[config.mk]
export PLATFORM = sky130hd
export DESIGN_NAME = bus_tenure_ctl
export DESIGN_NICKNAME = d
export VERILOG_FILES = /design/src/rtl/bus_tenure_ctl.sv
export SDC_FILE = /design/constraint.sdc
export NUM_CORES = 1
export LEC_CHECK = 0
export ABC_AREA = 1
export BUFFER_PORTS_ARGS = -buffer_cell sky130_fd_sc_hd__buf_4
export CORE_MARGIN = 10
export CORE_UTILIZATION = 35
export CTS_CLUSTER_DIAMETER = 40
export DETAILED_ROUTE_END_ITERATION = 6
export GPL_TIMING_DRIVEN = 0
export PLACE_DENSITY = 0.55
export SLEW_MARGIN = 20
export SYNTH_ARGS = -nofsm -noshare
export SYNTH_HDL_FRONTEND = slang
export SYNTH_SLANG_ARGS = --single-unit
[constraint.sdc]
create_clock -name clk -period 9.3 [get_ports clk]
set_input_delay 1.86 -clock clk [delete_from_list [all_inputs] [get_ports clk]]
set_output_delay 1.86 -clock clk [all_outputs]
set_load 0.01 [all_outputs]
[src/rtl/bus_tenure_ctl.sv]
module bus_tenure_ctl #(
  parameter int DEPTH = 4,
  parameter int BEATS = 4,
  parameter int OFS_W = 4
) (
  input  logic                       clk,
  input  logic                       rst_n,
  input  logic                       ts_i,
  input  logic                       ts_wr_i,
  input  logic [1:0]                 mode_i,
  input  logic [OFS_W-1:0]           win_ofs_i,
  input  logic                       aretry_i,
  input  logic                       dgrant_i,
  input  logic                       wr_first_i,
  input  logic                       ta_i,
  input  logic                       dretry_i,
  output logic                       dbusy_o,
  output logic                       act_wr_o,
  output logic                       beat_ok_o,
  output logic [1:0]                 drop_o,
  output logic                       abort_o,
  output logic                       proto_err_o,
  output logic [$clog2(DEPTH+1)-1:0] pend_o
);
  localparam int IW = $clog2(DEPTH);
  localparam int TW = IW + 2;
  localparam int CW = $clog2(DEPTH+1);
  localparam int BW = $clog2(BEATS+1);

  logic [DEPTH-1:0] q_v, q_w, n_v, n_w;
  logic [TW-1:0]    q_t [DEPTH];
  logic [TW-1:0]    n_t [DEPTH];
  logic [TW-1:0]    next_tag, snp_tag, act_tag;
  logic             snp_act, act, act_w, kill_prev;
  logic [OFS_W-1:0] snp_cnt, win, first_ok;
  logic [BW-1:0]    beats_left;
  logic [IW-1:0]    sel;
  logic             rty, act_snp, beat, sel_snp, gnt;

  assign win      = (win_ofs_i < OFS_W'(2)) ? OFS_W'(2) : win_ofs_i;
  assign first_ok = (mode_i == 2'b01 || mode_i == 2'b10) ? win : win - 1'b1;
  assign rty      = aretry_i && snp_act && (snp_cnt == win);
  assign act_snp  = act && snp_act && (act_tag == snp_tag);
  assign beat     = act && ta_i && !dretry_i;

  assign abort_o     = rty && act_snp;
  assign beat_ok_o   = beat && !abort_o;
  assign drop_o      = {1'b0, rty && kill_prev} + {1'b0, beat && abort_o};
  assign proto_err_o = beat && act_snp && (snp_cnt < first_ok);
  assign dbusy_o     = act;
  assign act_wr_o    = act_w;
  assign pend_o      = CW'($countones(q_v));

  always_comb begin
    logic found;
    found = 1'b0;
    sel   = '0;
    if (wr_first_i)
      for (int i = 0; i < DEPTH; i++)
        if (!found && q_v[i] && q_w[i]) begin
          sel   = IW'(i);
          found = 1'b1;
        end
  end

  assign sel_snp = rty && q_v[sel] && (q_t[sel] == snp_tag);
  assign gnt     = dgrant_i && !act && q_v[0] && !sel_snp;

  always_comb begin
    int k;
    k   = 0;
    n_v = '0;
    n_w = '0;
    for (int i = 0; i < DEPTH; i++) n_t[i] = '0;
    for (int i = 0; i < DEPTH; i++)
      if (q_v[i] && !(rty && q_t[i] == snp_tag) && !(gnt && IW'(i) == sel)) begin
        n_v[IW'(k)] = 1'b1;
        n_w[IW'(k)] = q_w[i];
        n_t[IW'(k)] = q_t[i];
        k++;
      end
    if (ts_i && k < DEPTH) begin
      n_v[IW'(k)] = 1'b1;
      n_w[IW'(k)] = ts_wr_i;
      n_t[IW'(k)] = next_tag;
    end
  end

  always_ff @(posedge clk) begin
    if (!rst_n) begin
      q_v        <= '0;
      q_w        <= '0;
      for (int i = 0; i < DEPTH; i++) q_t[i] <= '0;
      next_tag   <= '0;
      snp_act    <= 1'b0;
      snp_cnt    <= '0;
      snp_tag    <= '0;
      act        <= 1'b0;
      act_w      <= 1'b0;
      act_tag    <= '0;
      beats_left <= '0;
      kill_prev  <= 1'b0;
    end else begin
      q_v <= n_v;
      q_w <= n_w;
      for (int i = 0; i < DEPTH; i++) q_t[i] <= n_t[i];
      kill_prev <= beat && act_snp && (snp_cnt == win - 1'b1);
      if (ts_i) begin
        snp_act  <= 1'b1;
        snp_cnt  <= OFS_W'(1);
        snp_tag  <= next_tag;
        next_tag <= next_tag + 1'b1;
      end else if (snp_act) begin
        if (snp_cnt == win) snp_act <= 1'b0;
        else                snp_cnt <= snp_cnt + 1'b1;
      end
      if (gnt) begin
        act        <= 1'b1;
        act_w      <= q_w[sel];
        act_tag    <= q_t[sel];
        beats_left <= BW'(BEATS);
      end else if (act) begin
        if (abort_o) act <= 1'b0;
        else if (beat) begin
          beats_left <= beats_left - 1'b1;
          if (beats_left == BW'(1)) act <= 1'b0;
        end
      end
    end
  end
endmodule

==> results.py <==
metrics = {
    "status": {
        "status": "finished clean",
    },
    "final_layout": {
        "diodes": 0,
        "area_growth_pct": 12.46,
        "final_common_cell": "nand2_1",
        "nNetsFinal": 646,
        "final_cell_mix": "nand2_1 (143), inv_1 (85), nor2_1 (71), dfxtp_1 (47), nand3_1 (36)",
        "drive_gt1_share_pct": 15.03,
        "final_cells": 748,
    },
    "critical_path": {
        "cp.arrival_ns": 3.70,
        "worst_path_most_repeated_cell": "nand2_1",
        "crit_type": "primary input to output pin",
        "cpMaxStageDelayCell": "ha_1",
        "end_kind": "output pin",
        "worstPathCellList": "buf_4, nor2_2, nand2_1, nand2_2, ha_1, nand2_1, nand2_1, ha_1, o21ai_0, inv_1, o21ai_0, nand2_1, a211oi_1, buf_4",
        "start_kind": "primary input",
        "cp_max_fo": 4,
        "reg2reg_depth": 26,
        "cp_data_required_time_ns": 7.44,
        "max_stage_delay_ns": 0.26,
    },
    "sta": {
        "worst_pin_slew_ns": 0.6543,
        "drv_slew": 0,
        "clock.fmax_mhz": 180.0,
        "fin_tns_setup_ns": 0,
        "finalCriticalPeriod_ns": 5.556,
        "rsz0062_at_grt": "false",
        "fin_skew_ns": 0.006484,
        "final-hold-violation-count": 0,
        "period_share_pct": 59.74,
        "maxSlewHeadroom_pct": 56.38,
        "fin_hold_ws_ns": 0.4592,
        "setup_viol": 0,
    },
    "min_path": {
        "holdCritPathClass": "flop to flop",
        "holdPathStages": 1,
    },
    "yosys": {
        "synth_area_per_cell_sq_um": 6.411,
        "synthCells": 581,
        "synth_area_sq_um": 3725,
        "yosysWarningCount": 0,
        "synth_mux_area_share_pct": 0,
        "synth_compound_area_share_pct": 12.13,
        "synth-xor-area-share_pct": 3.527,
        "synthSimpleGateAreaFrac_pct": 40.98,
        "synth_fp_nets": 616,
        "synth.ff_latch_count": 47,
        "ys_seq_area_share_pct": 25.26,
        "synthAdderAreaFrac_pct": 6.920,
        "synth_cell_types": 39,
        "synth_top_family_by_area": "simple AND/OR/NAND/NOR gates",
    },
    "power": {
        "total_power_uw": 531.8,
        "power_leakage_nw": 1.991,
        "powerDensity_nw_per_um2": 127.0,
        "irDropWorstVdd_v": 0.00005546,
    },
    "route": {
        "firstDrtPassIters": 4,
        "ant_nets": 0,
        "routed_wl_um": 10170,
        "drt_iter0_drc": 246,
        "vias_per_cell": 4.825,
        "wl_per_cell_um": 13.59,
        "remaining_drc_errors": 0,
        "vias": 3609,
    },
    "place": {
        "dp_cells": 740,
        "port-buffer-count": 23,
        "gp_congestion": 0.8881,
        "dp_hpwl_um": 8269,
    },
    "clock_network": {
        "htreeDepth": 2,
        "cts_root_buf": "clkbuf_8",
        "cts_max_path_buffers": 2,
        "cts_tree": "built",
        "cts.clk_slew.worst_paths_ns": 0.09,
        "post-cts-setup-buffers": 0,
        "postCtsHoldBufs": 0,
        "cts-buffers-inserted": 5,
        "clkLatencyLatePin_ns": 0.31,
        "post_cts_resized": 0,
        "cts.sinks": 47,
    },
    "floorplanning": {
        "start_util_pct": 35.92,
        "coreArea_sq_um": 10370,
        "die-area_sq_um": 15170,
        "die_width_um": 123.2,
        "io_pins": 25,
        "std_cell_rows": 37,
        "die_h_um": 123.2,
    },
    "global_route": {
        "antenna_found_initial": 0,
        "grt_use_total_pct": 13.56,
        "gr-total-overflow": 0,
        "grt_pass1_wl_um": 16580,
        "grt_max_degree": 16,
        "grt_pass1_vias": 3225,
    },
    "run": {
        "drv_cap": 0,
    },
}
-- flip-flops by register name (all words and copies together), names as in the netlist --
register    count
q_t            16
act_tag         4
next_tag        4
q_v             4
q_w             4
snp_cnt         4
snp_tag         4
beats_left      3
act_wr_o        1
dbusy_o         1
kill_prev       1
snp_act         1
-- synthesized netlist by cell type (all sizes together) --
library cell	n	share of area (%)
nand3	45	8.1
o21ai	33	4.4
nand2	162	18
a211oi	8	1.6
o22ai	3	0.50
fa	1	0.54
a31oi	1	0.17
o41ai	3	0.91
nand3b	1	0.20
a21oi	31	4.3
or2	4	0.67
nand4	10	1.8
clkinv	3	0.34
xor2	11	2.6
a221oi	1	0.24
clkbuf	6	0.60
nor2	86	11
buf	6	1.2
xnor2	4	0.94
ha	19	6.4
dfxtp	47	25
nor3	6	0.81
inv	90	9.1
-- where the power goes --
group	total, mW	leakage (nW)	internal (mW)	switching, mW
logic	0.141	1.55	0.0503	0.0911
registers	0.226	0.383	0.213	0.0129
clock network	0.164	0.0618	0.0886	0.0757
total	0.532	1.99	0.352	0.180
-- area by class of cell --
cell class                      instances  area, sq um
Clock inverter                          2        38.79
Sequential cell                        47        940.9
Clock buffer                            6        82.58
Fill cell                            1139         6181
Buffer                                 12        66.31
Inverter                               93        350.3
Tap cell                              136        170.2
Timing Repair Buffer                   23        172.7
Multi-Input combinational cell        429         2367
-- final timing paths --
path / startpoint / endpoint / slack, ns
min: next_tag[3] / next_tag[3] / 0.46
max: win_ofs_i[3] / proto_err_o / 3.74
min reg2reg: next_tag[3] / next_tag[3] / 0.46
max reg2reg: q_v[0] / q_t[0][2] / 5.20
-- worst max-delay path: cells and delay by family --
kind	cells	cell delay (ns)
simple gates	6	0.53
fa+ha+maj	2	0.52
compound gates	3	0.46
buf+inv	3	0.33
-- kinds of logic after synthesis --
| group | Yosys count |
|---|---|
| fa+ha+maj | 20 |
| buf+inv | 105 |
| simple gates | 314 |
| xor+xnor | 15 |
| compound gates | 80 |
| flops | 47 |
-- per-stage QoR --
stage                     setup slack (ns)  instance area, sq um  utilization, %
after floorplan                      4.068                  3725               -
after global placement               3.778                  4068           39.23
after detailed placement             3.749                  4068           39.23
after CTS                            3.744                  4189           40.40
after global routing                 3.598                  4189           40.40
final                                3.744                  4189           40.40
-- per-layer routing --
metal | GRT usage, % | vias up | routed length (um)
met5 | 0 | - | 0
met4 | 3.493 | 0 | 121
met3 | 2.142 | 9 | 509
met2 | 21.54 | 67 | 4530
met1 | 18.68 | 1629 | 5005
li1 | - | 1904 | -
No activity file was read; power rests on OpenSTA's default activity.
